<file path="config.mk">
export PLATFORM = sky130hd
export DESIGN_NAME = resonant_softstart_pwm
export DESIGN_NICKNAME = d
export VERILOG_FILES = /design/src/rtl/rss_pkg.sv /design/src/rtl/rss_timebase.sv /design/src/rtl/rss_step_sched.sv /design/src/rtl/rss_phase_lane.sv /design/src/rtl/resonant_softstart_pwm.sv
export SDC_FILE = /design/constraint.sdc
export NUM_CORES = 1
export LEC_CHECK = 0
export BUFFER_PORTS_ARGS = -buffer_cell sky130_fd_sc_hd__buf_2
export CAP_MARGIN = 20
export CORE_MARGIN = 2
export CORE_UTILIZATION = 46
export DETAILED_ROUTE_END_ITERATION = 6
export PLACE_DENSITY_LB_ADDON = 0.08
export REMOVE_ABC_BUFFERS = 1
export SLEW_MARGIN = 25
export SYNTH_ARGS = -nofsm -noshare
export SYNTH_HDL_FRONTEND = slang
export SYNTH_SLANG_ARGS = --single-unit
export TNS_END_PERCENT = 20
</file>
<file path="constraint.sdc">
create_clock -name clk -period 6.35 [get_ports clk]
set_input_delay 0.3175 -clock clk [delete_from_list [all_inputs] [get_ports clk]]
set_output_delay 0.3175 -clock clk [all_outputs]
set_load 0.02 [all_outputs]
</file>
<file path="src/rtl/rss_pkg.sv">
package rss_pkg;

   localparam int STEP_CNT  = 5;
   localparam int STEP_W    = $clog2(STEP_CNT);
   localparam int LAST_STEP = STEP_CNT - 1;

   // per-phase drive mode of a step
   typedef enum logic [1:0] {
      DRV_OFF = 2'd0,
      DRV_ON  = 2'd1,
      DRV_PWM = 2'd2
   } drv_e;

   // which compare value a step uses
   typedef enum logic [1:0] {
      SEL_NARROW = 2'd0,
      SEL_WIDE   = 2'd1,
      SEL_HALF   = 2'd2
   } cmp_sel_e;

   typedef struct packed {
      drv_e     hs;
      drv_e     ls;
      cmp_sel_e sel;
   } step_cfg_t;

   localparam step_cfg_t IDLE_CFG = '{hs: DRV_OFF, ls: DRV_OFF, sel: SEL_HALF};

   // startup schedule, one entry per step
   function automatic step_cfg_t cfg_of(input logic [STEP_W-1:0] idx);
      step_cfg_t c;
      case (idx)
         STEP_W'(0): c = '{hs: DRV_OFF, ls: DRV_ON,  sel: SEL_HALF};
         STEP_W'(1): c = '{hs: DRV_OFF, ls: DRV_OFF, sel: SEL_HALF};
         STEP_W'(2): c = '{hs: DRV_PWM, ls: DRV_PWM, sel: SEL_NARROW};
         STEP_W'(3): c = '{hs: DRV_PWM, ls: DRV_PWM, sel: SEL_WIDE};
         default:    c = '{hs: DRV_PWM, ls: DRV_PWM, sel: SEL_HALF};
      endcase
      return c;
   endfunction

   function automatic logic [STEP_W-1:0] next_idx(input logic [STEP_W-1:0] idx);
      return (idx == STEP_W'(LAST_STEP)) ? idx : idx + STEP_W'(1);
   endfunction

endpackage

</file>
<file path="src/rtl/rss_timebase.sv">
module rss_timebase #(
   parameter int PERIOD_TOP = 1200,
   parameter int CNT_W      = $clog2(PERIOD_TOP + 1)
) (
   input  logic             clk,
   input  logic             rst_n,
   input  logic             start_i,
   input  logic             trip_i,
   output logic             load_o,
   output logic [CNT_W-1:0] cnt_nxt_o,
   output logic             cyc_start_o
);

   localparam logic [CNT_W-1:0] TOP_C = CNT_W'(PERIOD_TOP);

   logic             run_q;
   logic [CNT_W-1:0] cnt_q;
   logic             wrap;

   always_comb begin
      wrap   = run_q && (cnt_q == TOP_C);
      load_o = !trip_i && ((!run_q && start_i) || wrap);
      if (trip_i || load_o || !run_q)
         cnt_nxt_o = '0;
      else
         cnt_nxt_o = cnt_q + CNT_W'(1);
   end

   always_ff @(posedge clk) begin
      if (!rst_n) begin
         run_q       <= 1'b0;
         cnt_q       <= '0;
         cyc_start_o <= 1'b0;
      end else begin
         if (trip_i)
            run_q <= 1'b0;
         else if (load_o)
            run_q <= 1'b1;
         cnt_q       <= cnt_nxt_o;
         cyc_start_o <= load_o;
      end
   end

endmodule

</file>
<file path="src/rtl/rss_step_sched.sv">
module rss_step_sched
   import rss_pkg::*;
(
   input  logic              clk,
   input  logic              rst_n,
   input  logic              load_i,
   input  logic              trip_i,
   output step_cfg_t         cfg_nxt_o,
   output logic [STEP_W-1:0] step_o
);

   logic [STEP_W-1:0] pend_q;
   step_cfg_t         shadow_q;
   step_cfg_t         active_q;

   // the whole shadow set becomes active on the wrap edge
   always_comb begin
      if (trip_i)
         cfg_nxt_o = IDLE_CFG;
      else if (load_i)
         cfg_nxt_o = shadow_q;
      else
         cfg_nxt_o = active_q;
   end

   always_ff @(posedge clk) begin
      if (!rst_n) begin
         pend_q   <= '0;
         shadow_q <= cfg_of('0);
         active_q <= IDLE_CFG;
         step_o   <= '0;
      end else begin
         active_q <= cfg_nxt_o;
         if (trip_i) begin
            pend_q   <= '0;
            shadow_q <= cfg_of('0);
            step_o   <= '0;
         end else if (load_i) begin
            step_o   <= pend_q;
            pend_q   <= next_idx(pend_q);
            shadow_q <= cfg_of(next_idx(pend_q));
         end
      end
   end

endmodule

</file>
<file path="src/rtl/rss_phase_lane.sv">
module rss_phase_lane
   import rss_pkg::*;
#(
   parameter int CNT_W      = 11,
   parameter bit COMPLEMENT = 1'b0
) (
   input  logic             clk,
   input  logic             rst_n,
   input  drv_e             drv_i,
   input  logic [CNT_W-1:0] cmp_i,
   input  logic [CNT_W-1:0] cnt_nxt_i,
   output logic             out_o
);

   logic pwm_raw;
   logic out_nxt;

   generate
      if (COMPLEMENT) begin : g_tail
         assign pwm_raw = (cnt_nxt_i >= cmp_i);
      end else begin : g_head
         assign pwm_raw = (cnt_nxt_i < cmp_i);
      end
   endgenerate

   always_comb begin
      case (drv_i)
         DRV_ON:  out_nxt = 1'b1;
         DRV_PWM: out_nxt = pwm_raw;
         default: out_nxt = 1'b0;
      endcase
   end

   always_ff @(posedge clk) begin
      if (!rst_n)
         out_o <= 1'b0;
      else
         out_o <= out_nxt;
   end

endmodule

</file>
<file path="src/rtl/resonant_softstart_pwm.sv">
module resonant_softstart_pwm
   import rss_pkg::*;
#(
   parameter int PERIOD_TOP = 1200,
   parameter int CMP_NARROW = 150,
   parameter int CMP_WIDE   = 450,
   parameter int CMP_HALF   = PERIOD_TOP / 2
) (
   input  logic              clk,
   input  logic              rst_n,
   input  logic              start_i,
   input  logic              trip_i,
   output logic              phase_a_o,
   output logic              phase_b_o,
   output logic              cyc_start_o,
   output logic [STEP_W-1:0] step_o
);

   localparam int CNT_W = $clog2(PERIOD_TOP + 1);
   localparam logic [CNT_W-1:0] CMP_N_C = CNT_W'(CMP_NARROW);
   localparam logic [CNT_W-1:0] CMP_W_C = CNT_W'(CMP_WIDE);
   localparam logic [CNT_W-1:0] CMP_H_C = CNT_W'(CMP_HALF);

   generate
      if (PERIOD_TOP < 4) begin : g_bad_top
         $error("PERIOD_TOP must be at least 4");
      end
      if (CMP_NARROW < 1 || CMP_NARROW >= CMP_WIDE) begin : g_bad_narrow
         $error("CMP_NARROW must be positive and below CMP_WIDE");
      end
      if (CMP_WIDE > CMP_HALF || CMP_HALF > PERIOD_TOP) begin : g_bad_half
         $error("compare values must rise up to CMP_HALF within the period");
      end
   endgenerate

   logic             load;
   logic [CNT_W-1:0] cnt_nxt;
   step_cfg_t        cfg_nxt;
   logic [CNT_W-1:0] cmp_nxt;
   logic [1:0]       lane_out;

   rss_timebase #(
      .PERIOD_TOP (PERIOD_TOP),
      .CNT_W      (CNT_W)
   ) u_tb (
      .clk         (clk),
      .rst_n       (rst_n),
      .start_i     (start_i),
      .trip_i      (trip_i),
      .load_o      (load),
      .cnt_nxt_o   (cnt_nxt),
      .cyc_start_o (cyc_start_o)
   );

   rss_step_sched u_sched (
      .clk       (clk),
      .rst_n     (rst_n),
      .load_i    (load),
      .trip_i    (trip_i),
      .cfg_nxt_o (cfg_nxt),
      .step_o    (step_o)
   );

   always_comb begin
      case (cfg_nxt.sel)
         SEL_NARROW: cmp_nxt = CMP_N_C;
         SEL_WIDE:   cmp_nxt = CMP_W_C;
         default:    cmp_nxt = CMP_H_C;
      endcase
   end

   // lane 0 = high side (leading), lane 1 = low side (trailing)
   for (genvar g = 0; g < 2; g++) begin : g_lane
      drv_e drv;
      if (g == 0) begin : g_hs
         assign drv = cfg_nxt.hs;
      end else begin : g_ls
         assign drv = cfg_nxt.ls;
      end
      rss_phase_lane #(
         .CNT_W      (CNT_W),
         .COMPLEMENT (g == 1)
      ) u_lane (
         .clk       (clk),
         .rst_n     (rst_n),
         .drv_i     (drv),
         .cmp_i     (cmp_nxt),
         .cnt_nxt_i (cnt_nxt),
         .out_o     (lane_out[g])
      );
   end

   assign phase_a_o = lane_out[0];
   assign phase_b_o = lane_out[1];

endmodule

</file>
======== Word level (Yosys, flattened, before mapping) ========
Index checks and enable logic that the tools add are counted.
cells by class
  add/sub/neg operators ................... 2
  magnitude comparators ................... 2
  equal/unequal tests ..................... 10
  mux-type cells .......................... 8
  bitwise logic cells ..................... 1
  reduce and logical (&&, ||, !) cells .... 11
operators with widths
  operator                                                         number
  6-bit case mux with 4 select lines                               1
  10-bit case mux with 2 select lines                              1
  6-bit two-way mux                                                2
  11-bit by 1-bit adder with 11-bit output, second input constant  1
  11-bit == test, second input constant                            1
  11-bit by 10-bit >= comparator with 1-bit output                 1
  11-bit by 10-bit less-than comparator with 1-bit output          1
  11-bit two-way mux                                               1
  2-bit by 1-bit == test with 1-bit output, second input constant  3
  3-bit by 2-bit == test with 1-bit output, second input constant  2
  2-bit == test, second input constant                             2
  1-bit case mux with 2 select lines                               2
  3-bit by 1-bit adder with 3-bit output, second input constant    1
  3-bit by 1-bit == test with 1-bit output, second input constant  1
  3-bit == test, second input constant                             1
  1-bit logical AND                                                3
  3-bit logical NOT                                                1
  1-bit logical OR                                                 3
  3-bit two-way mux                                                1
  1-bit logical NOT                                                2
  2-bit logical NOT                                                1
  2-bit OR reduction                                               1
  1-bit inverter                                                   1
word-level totals
  flip-flop bits (word level) ............. 33
  bits of input ports ..................... 4
  logic and storage cells ................. 47

======== Longest topological paths before layout ========
Gate-level depths: netlist of run 1.
  depth after elaboration ................. 10
  gate-level depth with buffers ........... 18
  depth with buffers taken out ............ 17

======== By module ========
A second synthesis of run 1 with hierarchy kept.
second synthesis, totals
  cells, all modules ...................... 248
  area total of the unflattened synthesis .. 2089.5 µm²
modules (own cells, without submodules)
  module                              times used  cells each  area an instance (µm²)  seq. area each (µm²)
  rss_step_sched                      1           70          703.2                   320.3
  rss_timebase                        1           80          663.1                   260.2
  rss_phase_lane at g_lane[0].u_lane  1           42          347.8                   20.0
  rss_phase_lane at g_lane[1].u_lane  1           49          341.6                   20.0
  resonant_softstart_pwm              1           7           33.8                    0.0

======== Least setup slack after synthesis of run 1 ========
No wires, ideal clock.
  kind .................................... flip-flop to flip-flop
  start ................................... reg u_tb.cnt_q[0]
  end ..................................... reg g_lane[1].u_lane.out_o
  data arrival time ....................... 3.227 ns
  required time ........................... 6.259 ns
  setup slack ............................. 3.032 ns
  cell stages (with the launch flop) ...... 19
  buffers on the path ..................... 1
  period minus slack after synthesis ...... 3.318 ns
  cell sequence ........................... dfxtp_1 inv_1 ha_1 and3b_1 and3_1 buf_6 a21oi_4 mux2i_1 clkinv_2 nand2_1 inv_1 ha_1 nand2_1 nor2_1 o21ai_0 a2111oi_0 a211o_1 nand2_1 a311oi_1
on the way
  word-level cells in the longest chain between the ends .. 10
ends and longest elaborated chain
  item                                                                           line                          source
  start: declaration                                                             rss_timebase.sv:17            logic [CNT_W-1:0] cnt_q;
  start signal: assignment                                                       rss_timebase.sv:39            cnt_q <= cnt_nxt_o;
  11-bit == test                                                                 rss_timebase.sv:21            wrap = run_q && (cnt_q == TOP_C);
  1-bit logical AND                                                              rss_timebase.sv:21
  1-bit logical OR                                                               rss_timebase.sv:22            load_o = !trip_i && ((!run_q && start_i) || wrap);
  1-bit logical AND                                                              rss_timebase.sv:22
  6-bit two-way mux                                                              rss_step_sched.sv:20          else if (load_i)
  6-bit two-way mux                                                              rss_step_sched.sv:18          if (trip_i)
  2-bit by 1-bit == test with 1-bit output or 2-bit logical NOT (tied branches)  resonant_softstart_pwm.sv:65  case (cfg_nxt.sel)
  10-bit case mux with 2 select lines                                            resonant_softstart_pwm.sv:65
  11-bit by 10-bit >= comparator with 1-bit output                               rss_phase_lane.sv:20          assign pwm_raw = (cnt_nxt_i >= cmp_i);
  1-bit case mux with 2 select lines (*)                                         rss_phase_lane.sv:27          case (drv_i)
  end signal: assignment                                                         rss_phase_lane.sv:38          out_o <= out_nxt;
  end: declaration                                                               rss_phase_lane.sv:12          output logic out_o
Mark *: on every way between the ends. The rest lies on a longest branch, timed or not.
A chain may end at the register's enable or synchronous reset.

======== Worst setup path after layout of run 1 ========
Same ends and word-level chain as after synthesis.

==> metrics, run 1 <==
synth unique cells 45; Fin Setup TNS 0 ns; Max Clk Rate between 0.2 and 0.3 GHz; post-route clock skew approximately 0.0047 ns; Clock Tree Buf Depth 2; Port Buf Inserts 9; #FFs+latches synth 31; Rows 22; FF-to-FF End g_lane[1].u_lane.out_o; synth cell count leaders 32 x nor2_1, 31 x dfxtp_1, 15 x ha_1; sequential fraction of the synthesis area 0.359; vias in the first global route 1399; Core ar. roughly 3600 um2; Num CTS Buffers 5; Post-Place Setup Slack about 2.5 ns; slowest CP cell a21oi_4; Final Cycle Share 0.620; Skew-Pair Late Insertion Delay around 0.28 ns; simple logic cell fraction of the synthesized area 0.237; Tightest Hold Check Type in -> reg; flop2flop setup slack 2.41 ns; Nets approximately 230; Antenna Cells 0; CP peak stage delay ~0.53 ns; CTS Root Cell clkbuf_8; # resized after CTS 0; Rel. slew slack 0.610; RSZ-0062 raised after global routing no; Die ar. 4270 um2; # clock sinks 31; Post-Synthesis Cells 197; worst setup margin about 2.4 ns; DIE HEIGHT 65.3 um; most used cell, CP nand2_1; Worst-path clk slew around 0.06 ns; EDFF count, synth 0; via count roughly 1400; Hold Startpoint start_i; Synth warnings 0; Die X 65.3 um; Register-to-Register Path Depth 17; 1st-iter DRT viols 87; CTS tree yes; Synth Area in XOR/XNOR 0.0506; ys flop type dfxtp_1; top cells by area, synth dfxtp_1 36%, ha_1 11%, nor2_1 6.9%; Lkg Pwr 0.785 nW; Worst Tran Pin Value 0.584 ns; first-pass GRT wire length slightly above 6 mm; final slew viol count 0; hold buffer count at cts 0; Crit path buffers/inverters 3; pwr dens roughly 190 nW/um2; total track usage 0.187; area grow syn2layout 8.60%; synthesized area about 1700 um2; Synth top area share 0.359; H-tree depth 2; fin crit period 3.94 ns; Initial Util 0.476; Final HPWL DP around 2.6 mm; syn avg cell area slightly below 9 um2; grt total ovfl 0; most numerous cell in the Yosys netlist nor2_1; Final setup viols 0; Post-synth ARST share 0; delay-heaviest family, CP compound AO/OA/AOI/OAI gates; Critical Path Fanout Max 19; worst reg2reg path startpoint u_tb.cnt_q[0]; DRC errors left 0; status finished, final reports clean; share of cells above drive strength 1 0.115; via-per-instance ratio 5.31; Startpoint Class flip-flop; complex-gate fraction of the synthesized area 0.134; Pre-antenna DRT Iters 4; Post-Route WL around 3.4 mm; Min-Delay Endpoint u_tb.run_q; Fin. Hold Viols 0; share of synthesized area spent on multiplexers 0.0578; routed len/inst 13.3 um; main combinational cell family by area after synthesis simple AND/OR/NAND/NOR gates; Post-CTS Setup Bufs 0; cell breakdown of the critical path inv_1, ha_1, and3b_1, and3_1, a21oi_4, mux2i_1, clkinv_2, nand2_1, inv_1, ha_1, nand2_1, nor2_1, o21ai_0, a2111oi_0, a211o_1, nand2_1, a311oi_1; gp weighted congestion between 0.8 and 0.9; Antenna Nets Post-Route 0; CP arrival 4.13 ns; WP data required ~6.5 ns; # IOs 10; Max VDD drop between 0.1 and 0.15 mV; max cap viols 0; largest net degree at the start of global routing 20; CP Class reg -> reg; Yosys top cell by area dfxtp_1; Adder-Cell Fraction of Synth Area 0.108; initial antenna violation count 0; Min-Delay Path Depth 3; Setup crit end kind flip-flop
==> layout make-up <==
| cell class | instances | area [um2] |
|---|---|---|
| tap | 48 | 60.1 |
| clock buffer | 7 | 76.3 |
| clock inverter | 1 | 5.00 |
| inverter | 14 | 53.8 |
| fill | 363 | 1750 |
| timing repair buffer | 9 | 45.0 |
| multi-input combinational | 146 | 1020 |
| sequential | 31 | 621 |
==> worst register-to-register path, stage by stage (launching register included) <==
cell and delay, ns:
dfxtp_1 0.40, inv_1 0.07, ha_1 0.18, and3b_1 0.17, and3_1 0.26, a21oi_4 0.53
mux2i_1 0.43, clkinv_2 0.15, nand2_1 0.11, inv_1 0.05, ha_1 0.31, nand2_1 0.08
nor2_1 0.08, o21ai_0 0.15, a2111oi_0 0.45, a211o_1 0.19, nand2_1 0.05, a311oi_1 0.20
==> metrics by stage <==
step / hold slack, ns / total power, mW / cell area (um2) / cells / util
3_5_place_dp: 0.459 / 0.225 / 1800 / 248 / 0.495
2_1_floorplan: 0.379 / 0.218 / 1690 / 191 / -
3_3_place_gp: 0.456 / 0.225 / 1800 / 248 / 0.495
6_report: 0.310 / 0.364 / 1880 / 256 / 0.517
5_1_grt: 0.328 / 0.384 / 1880 / 256 / 0.517
4_1_cts: 0.311 / 0.369 / 1880 / 256 / 0.517
==> layer usage <==
layer,track usage,vias up,share of wire
met5,0,-,0
met4,0.0703,0,0.018
met3,0.0514,8,0.034
met2,0.337,17,0.51
met1,0.209,641,0.43
li1,-,693,-
==> report_power, final <==
group / total (mW) / switching (mW) / internal [mW]
registers: 0.198 / 0.00160 / 0.196
clock network: 0.144 / 0.0671 / 0.0767
logic: 0.0222 / 0.0137 / 0.00851
==> sequential cells by signal, indices dropped and copies added, names as in the netlist <==
register / count
g_lane.u_lane.out_o: 2
u_sched.active_q: 6
u_sched.pend_q: 3
u_sched.shadow_q: 4
u_sched.step_o: 3
u_tb.cnt_q: 11
u_tb.cyc_start_o: 1
u_tb.run_q: 1
==> cells by family after synthesis <==
group,after synthesis
muxes,10
AOI/OAI and AO/OA,31
DFF,31
adders and majority gates,15
buffers and inverters,20
xor gates and xnor gates,10
and+or+nand+nor,80
==> worst max-delay path by stage <==
stage / startpoint / endpoint / slack [ns] / cells past startpoint
3_3_place_gp: u_tb.cnt_q[0] / g_lane[1].u_lane.out_o / 2.62 / 17
2_1_floorplan: u_tb.cnt_q[0] / g_lane[1].u_lane.out_o / 2.92 / 17
3_5_place_dp: u_tb.cnt_q[0] / g_lane[1].u_lane.out_o / 2.47 / 17
6_report: u_tb.cnt_q[0] / g_lane[1].u_lane.out_o / 2.41 / 17
4_1_cts: u_tb.cnt_q[0] / g_lane[1].u_lane.out_o / 2.44 / 17
5_1_grt: u_tb.cnt_q[0] / g_lane[1].u_lane.out_o / 2.05 / 17
==> cell usage in the layout (no fill, tap or decap), types with 3 or more instances in the layout <==
master	count
inv_1	13
xnor2_1	6
buf_2	9
xor2_1	4
clkbuf_8	5
o21ai_0	4
mux2i_1	10
nand2b_1	4
nand3_1	4
and3_1	3
nor2_1	32
a21oi_1	7
dfxtp_1	31
nand2_1	10
a211o_1	3
ha_1	15
and2_1	10
(Power assumes the default switching activity.)
==> inputs of run 2 (changes only) <==
--- a/config.mk
+++ b/config.mk
@@ -5,6 +5,7 @@
 export SDC_FILE = /design/constraint.sdc
 export NUM_CORES = 1
 export LEC_CHECK = 0
+export ABC_AREA = 1
 export BUFFER_PORTS_ARGS = -buffer_cell sky130_fd_sc_hd__buf_2
 export CAP_MARGIN = 20
 export CORE_MARGIN = 2
==> constraint.sdc (replaced) <==
create_clock -name clk -period 3.9 [get_ports clk]
set_input_delay 0.195 -clock clk [delete_from_list [all_inputs] [get_ports clk]]
set_output_delay 0.195 -clock clk [all_outputs]
set_load 0.02 [all_outputs]
==> metrics, run 2 <==
status finished, final reports clean (unchanged); Port Buf Inserts 9 (unchanged); most frequent cells in the layout 51 x nand2_1, 43 x inv_1, 31 x dfxtp_1, 20 x nor2_1, 15 x ha_1 (was 32 x nor2_1, 31 x dfxtp_1, 15 x ha_1, 13 x inv_1); initial antenna violation count 0 (unchanged); syn avg cell area 7.46 um2 (was 8.78 um2); Core ar. 3940 um2 (was 3630 um2); Reg area 621 um2 (unchanged); Die X 67.7 um (was 65.3 um); Regs by FF count u_tb.cnt_q (11), u_sched.active_q (6), u_sched.shadow_q (4) (unchanged); Synth warnings 0 (unchanged); Nets 282 (was 226); number of fill cells 393 (was 363); Startpoint Class flip-flop (unchanged); DIE HEIGHT 67.7 um (was 65.3 um); Max VDD drop 0.190 mV (was 0.145 mV); DRC errors left 0 (unchanged); Fin. Hold Viols 0 (unchanged); Rel. slew slack 0.598 (was 0.610); Largest register FFs 11 (unchanged); fin crit period 2.85 ns (was 3.94 ns); Final setup viols 0 (unchanged); Final HPWL DP 2.83 mm (was 2.63 mm); Top reg by flops u_tb.cnt_q (unchanged); Worst Tran Pin Value 0.600 ns (was 0.584 ns); Critical Path Fanout Max 14 (was 19); sequential fraction of the synthesis area 0.333 (was 0.359); Final Cycle Share 0.731 (was 0.620); Lkg Pwr 0.902 nW (was 0.785 nW); Setup crit end kind flip-flop (unchanged); share of cells above drive strength 1 0.179 (was 0.115); via count 1514 (was 1359); final core occ 0.519 (was 0.517); H-tree depth 2 (unchanged); # clock sinks 31 (unchanged); post-route cell area 2050 um2 (was 1880 um2); multi-input logic area 1050 um2 (was 1020 um2); top cells by area, synth dfxtp_1 33%, nand2_1 10%, ha_1 10% (was dfxtp_1 36%, ha_1 11%, nor2_1 6.9%); routed len/inst 11.8 um (was 13.3 um); Flop pwr share 0.512 (was 0.544); Post-Route WL 3.70 mm (was 3.40 mm); hold buffer count at cts 0 (unchanged); Yosys top cell by area dfxtp_1 (unchanged); gp weighted congestion 0.815 (was 0.861); Placed Instances 306 (was 248); Switch Pwr 0.160 mW (was 0.0824 mW); Clock Tree Buf Depth 2 (unchanged); final slew viol count 0 (unchanged); Antenna Cells 0 (unchanged); clock power share 0.406 (was 0.395); Pre-antenna DRT Iters 4 (unchanged); switch share 0.252 (was 0.226); final non-filler cell total 313 (was 256); via-per-instance ratio 4.84 (was 5.31); first-pass GRT wire length 6.22 mm (was 6.09 mm); 1st-iter DRT viols 65 (was 87); Die ar. 4580 um2 (was 4270 um2); largest net degree at the start of global routing 20 (unchanged); EDFF count, synth 0 (unchanged); pwr dens 311 nW/um2 (was 194 nW/um2); max cap viols 0 (unchanged); RSZ-0062 raised after global routing no (unchanged); internal power 0.477 mW (was 0.282 mW); Num CTS Buffers 5 (unchanged); #FFs+latches synth 31 (unchanged); most common cell after layout, fill and taps aside nand2_1 (was nor2_1); # resized after CTS 0 (unchanged); area grow syn2layout 9.80% (was 8.60%); vias in the first global route 1362 (was 1399); CTS Root Cell clkbuf_8 (unchanged); total track usage 0.184 (was 0.187); # IOs 10 (unchanged); Worst-path clk slew 0.07 ns (was 0.06 ns); Comb pwr share 0.082 (was 0.061); Antenna Nets Post-Route 0 (unchanged); grt total ovfl 0 (unchanged); Placement Cell Area 1960 um2 (was 1800 um2); ys flop type dfxtp_1 (unchanged); CP Class reg -> reg (unchanged); Skew-Pair Late Insertion Delay 0.28 ns (about the same); synth unique cells 37 (was 45); Fin Setup TNS 0 ns (unchanged); CP arrival 3.07 ns (was 4.13 ns); WP data required 4.12 ns (was 6.54 ns); Post-Synthesis Cells 250 (was 197); Post-CTS Setup Bufs 0 (unchanged); Max Clk Rate 0.351 GHz (was 0.254 GHz); Post-synth ARST share 0 (unchanged); Initial Util 0.473 (was 0.476); synth cell count leaders 51 x nand2_1, 43 x inv_1, 31 x dfxtp_1 (was 32 x nor2_1, 31 x dfxtp_1, 15 x ha_1); most numerous cell in the Yosys netlist nand2_1 (was nor2_1); Tightest Hold Check Type in -> reg (unchanged); Synth top area share 0.333 (was 0.359); post-route clock skew 0.00352 ns (was 0.00468 ns); synthesized area 1860 um2 (was 1730 um2); Rows 23 (was 22); CTS tree yes (unchanged)
run 2: cell types whose count changed in the layout (fill, tap and decap cells not counted), sizes merged, moves of 5 or more:
cell   change
a21oi      +5
mux2i     -10
nand3     +12
nor3       +7
and2       -9
nand2     +47
xnor2      -5
inv       +34
run 2: path summary, 6_finish.rpt:
check	endpoint	depth (start not counted)	startpoint	slack, ns
max	g_lane[0].u_lane.out_o	21	u_tb.cnt_q[0]	1.05
min	u_sched.active_q[1]	2	rst_n	0.11
max reg2reg	g_lane[0].u_lane.out_o	21	u_tb.cnt_q[0]	1.05
min reg2reg	u_sched.step_o[2]	2	u_sched.step_o[2]	0.46
run 2: power groups by stage:
stage / clock, mW / combinational [mW] / sequential [mW]
floorplan: 0 / 0.0377 / 0.334
finish: 0.258 / 0.0524 / 0.326
global placement: 0 / 0.0525 / 0.333
detailed placement: 0 / 0.0526 / 0.333
CTS: 0.267 / 0.0528 / 0.326
global route: 0.279 / 0.0587 / 0.327
run 2: layout make-up:
class                   count  share of cell area
repair buffers              9              0.0220
multi-input cells         167               0.511
clock buffers               6              0.0403
inverters                  49              0.0905
flip-flops and latches     31               0.303
well taps                  50              0.0306
clock inverters             1             0.00244
run 2: kinds of logic (layout without fill, tap and decap cells):
kind of cell | after synthesis | after routing | synth area share
AO/OA/AOI/OAI | 28 | 28 | 0.0913
AND/OR/NAND/NOR | 121 | 121 | 0.355
XOR/XNOR | 3 | 3 | 0.0141
flip-flops | 31 | 31 | 0.333
adder cells (fa/ha/maj) | 15 | 15 | 0.101
buffers and inverters | 52 | 65 | 0.106
run 2: per-layer routing:
layer	GRT usage	up-vias	wire (um)
met5	0	-	0
met4	0.0765	0	62
met3	0.0350	7	88
met2	0.306	14	1820
met1	0.231	678	1730
li1	-	815	-
run 2: worst max-delay path, stage by stage (launching register included):
cell and delay, ns:
dfxtp_1 0.34, inv_1 0.08, ha_1 0.14, nand2_1 0.08
nor2_4 0.12, nand3_4 0.10, nand2_4 0.12, nand2_8 0.07
nor2_4 0.24, inv_2 0.14, o22ai_1 0.18, inv_1 0.09
nand2_1 0.09, inv_1 0.05, ha_1 0.30, nand2_1 0.06
inv_1 0.04, nand3_1 0.07, nand2_1 0.08, a21oi_1 0.16
nand3_1 0.10, a21oi_2 0.11
run 2: stage by stage:
step                hold WS, ns  setup slack [ns]  power [mW]
floorplan                 0.264              1.38       0.372
global placement          0.396              1.11       0.386
detailed placement        0.404              1.06       0.386
CTS                       0.109              1.03       0.646
global route              0.127             0.643       0.665
finish                    0.110              1.05       0.637
==> inputs of run 3 (changes only) <==
==> constraint.sdc (replaced) <==
create_clock -name clk -period 2.9 [get_ports clk]
set_input_delay 0.145 -clock clk [delete_from_list [all_inputs] [get_ports clk]]
set_output_delay 0.145 -clock clk [all_outputs]
set_load 0.02 [all_outputs]
==> metrics, run 3 (synthesis gave the netlist of run 2 again) <==
status finished, final reports clean (unchanged); overall power 0.891 mW (was 0.637 mW); CTS Root Cell clkbuf_8 (unchanged); final slew viol count 0 (unchanged); Setup crit end kind flip-flop (unchanged); Register-to-Register Path Depth 20 (was 21); Clock Tree Buf Depth 2 (unchanged); Die ar. 4580 um2 (unchanged); Antenna Cells 0 (unchanged); # IOs 10 (unchanged); Pre-antenna DRT Iters 4 (unchanged); Largest register FFs 11 (unchanged); most common cell after layout, fill and taps aside nand2_1 (unchanged); routed len/inst 11.5 um (was 11.8 um); fin crit period 2.55 ns (was 2.85 ns); Fin. Hold Viols 0 (unchanged); Hold WS 0.0480 ns (was 0.110 ns); CP Class reg -> reg (unchanged); Crit path buffers/inverters 4 (was 5); # clock sinks 31 (unchanged); Skew-Pair Late Insertion Delay 0.29 ns (was 0.28 ns); gp weighted congestion 0.836 (was 0.815); grt total ovfl 0 (unchanged); Final HPWL DP 2.77 mm (was 2.83 mm); worst setup margin 0.350 ns (was 1.05 ns); FF-to-FF End g_lane[0].u_lane.out_o (unchanged); delay-heaviest family, CP simple AND/OR/NAND/NOR gates (unchanged); CTS tree yes (unchanged); flop2flop setup slack 0.35 ns (was 1.05 ns); # resized after CTS 0 (unchanged); post-route cell area 2090 um2 (was 2050 um2); WP data required 3.13 ns (was 4.12 ns); 1st-iter DRT viols 41 (was 65); post-route clock skew 0.0106 ns (was 0.00352 ns); H-tree depth 2 (unchanged); Top reg by flops u_tb.cnt_q (unchanged); DIE HEIGHT 67.7 um (unchanged); Final Cycle Share 0.879 (was 0.731); Max VDD drop 0.265 mV (was 0.190 mV); Post-Place Setup Slack 0.243 ns (was 1.06 ns); Critical Path Start u_tb.cnt_q[1] (was u_tb.cnt_q[0]); final non-filler cell total 317 (was 313); via-per-instance ratio 4.73 (was 4.84); pwr dens 427 nW/um2 (was 311 nW/um2); Rows 23 (unchanged); Post-CTS Setup Bufs 0 (unchanged); CP peak stage delay 0.39 ns (was 0.34 ns); largest net degree at the start of global routing 20 (unchanged); slowest CP cell dfxtp_1 (unchanged); cell breakdown of the critical path inv_1, ha_1, nand2_1, nor2_4, nand3_4, nand2_4, nand2_8, nand2_1, o22ai_2, inv_1, nand2_1, inv_1, ha_1, nand2_1, inv_1, nand3_1, nand2_1, a21oi_1, nand3_1, a21oi_2 (was inv_1, ha_1, nand2_1, nor2_4, nand3_4, nand2_4, nand2_8, nor2_4, inv_2, o22ai_1, inv_1, nand2_1, inv_1, ha_1, nand2_1, inv_1, nand3_1, nand2_1, a21oi_1, nand3_1, a21oi_2); Final setup viols 0 (unchanged); Num CTS Buffers 5 (unchanged); met1 Use GR 0.231 (about the same); Startpoint Class flip-flop (unchanged); most used cell, CP nand2_1; first-pass GRT wire length 6.49 mm (was 6.22 mm); Min-Delay Path Depth 2 (unchanged); worst reg2reg path startpoint u_tb.cnt_q[1] (was u_tb.cnt_q[0]); Initial Util 0.473 (unchanged); Critical Path Fanout Max 4 (was 14); Max Clk Rate 0.392 GHz (was 0.351 GHz); Core ar. 3940 um2 (unchanged); met3 track demand over resource 0.0500 (was 0.0350); max cap viols 0 (unchanged); most frequent cells in the layout 51 x nand2_1, 43 x inv_1, 30 x dfxtp_1, 20 x nor2_1, 15 x ha_1 (was 51 x nand2_1, 43 x inv_1, 31 x dfxtp_1, 20 x nor2_1, 15 x ha_1); Regs by FF count u_tb.cnt_q (11), u_sched.active_q (6), u_sched.shadow_q (4) (unchanged); Nets 285 (was 282); vias in the first global route 1442 (was 1362); Antenna Nets Post-Route 0 (unchanged); Placed Instances 309 (was 306); Fin Setup TNS 0 ns (unchanged); final core occ 0.530 (was 0.519); DRC errors left 0 (unchanged); Port Buf Inserts 9 (unchanged); Worst Tran Pin Value 0.430 ns (was 0.600 ns); GR Util met2 0.328 (was 0.306); Hold Startpoint rst_n (unchanged); Worst-path clk slew 0.07 ns (about the same); RSZ-0062 raised after global routing no (unchanged); area grow syn2layout 12.1% (was 9.80%); CP arrival 2.78 ns (was 3.07 ns); Top Usage Layer GRT met2 (unchanged); Placement Cell Area 1980 um2 (was 1960 um2); Lkg Pwr 0.921 nW (was 0.902 nW); Post-Route WL 3.64 mm (was 3.70 mm); Tightest Hold Check Type in -> reg (unchanged); share of cells above drive strength 1 0.195 (was 0.179); initial antenna violation count 0 (unchanged); via count 1500 (was 1514); total track usage 0.193 (was 0.184); Min-Delay Endpoint u_sched.active_q[1] (unchanged); hold buffer count at cts 0 (unchanged); Rel. slew slack 0.711 (was 0.598); Die X 67.7 um (unchanged)
==> run 3: changes by cell type in the layout (fill, tap and decap cells not counted), sizes merged <==
cell	previous run	this run
clkbuf	6	8
clkinv	3	2
buf	9	12
==> run 3: how the worst max path moves through the flow <==
stage	endpoint	slack (ns)	cells past startpoint
after floorplan	g_lane[0].u_lane.out_o	0.38	21
after global routing	g_lane[0].u_lane.out_o	0.02	18
final	g_lane[0].u_lane.out_o	0.35	20
after detailed placement	g_lane[0].u_lane.out_o	0.24	20
after global placement	g_lane[0].u_lane.out_o	0.29	20
after CTS	g_lane[0].u_lane.out_o	0.22	20
==> run 3: worst register-to-register path: cells and delay by family, from the launching register on <==
family / cells / cell delay (ns)
fa+ha+maj: 2 / 0.47
compound gates: 3 / 0.47
flops: 1 / 0.39
simple gates: 11 / 0.91
buf+inv: 4 / 0.24
==> run 3: layer usage <==
layer	part of all wire	routed length, um
met3	0.020	74
met2	0.47	1710
met4	0.019	69
met1	0.49	1780
met5	0	0
==> run 3: cell type report <==
cell class,instances,area (um2)
Multi-Input combinational cell,167,1050
Clock buffer,8,100
Tap cell,50,62.6
Sequential cell,31,622
Fill cell,397,1850
Inverter,49,185
Timing Repair Buffer,12,67.6
==> run 3: report_power, final <==
part | switching, mW | internal [mW]
registers | 0.00510 | 0.434
logic | 0.0499 | 0.0239
clock network | 0.162 | 0.216
total | 0.217 | 0.674
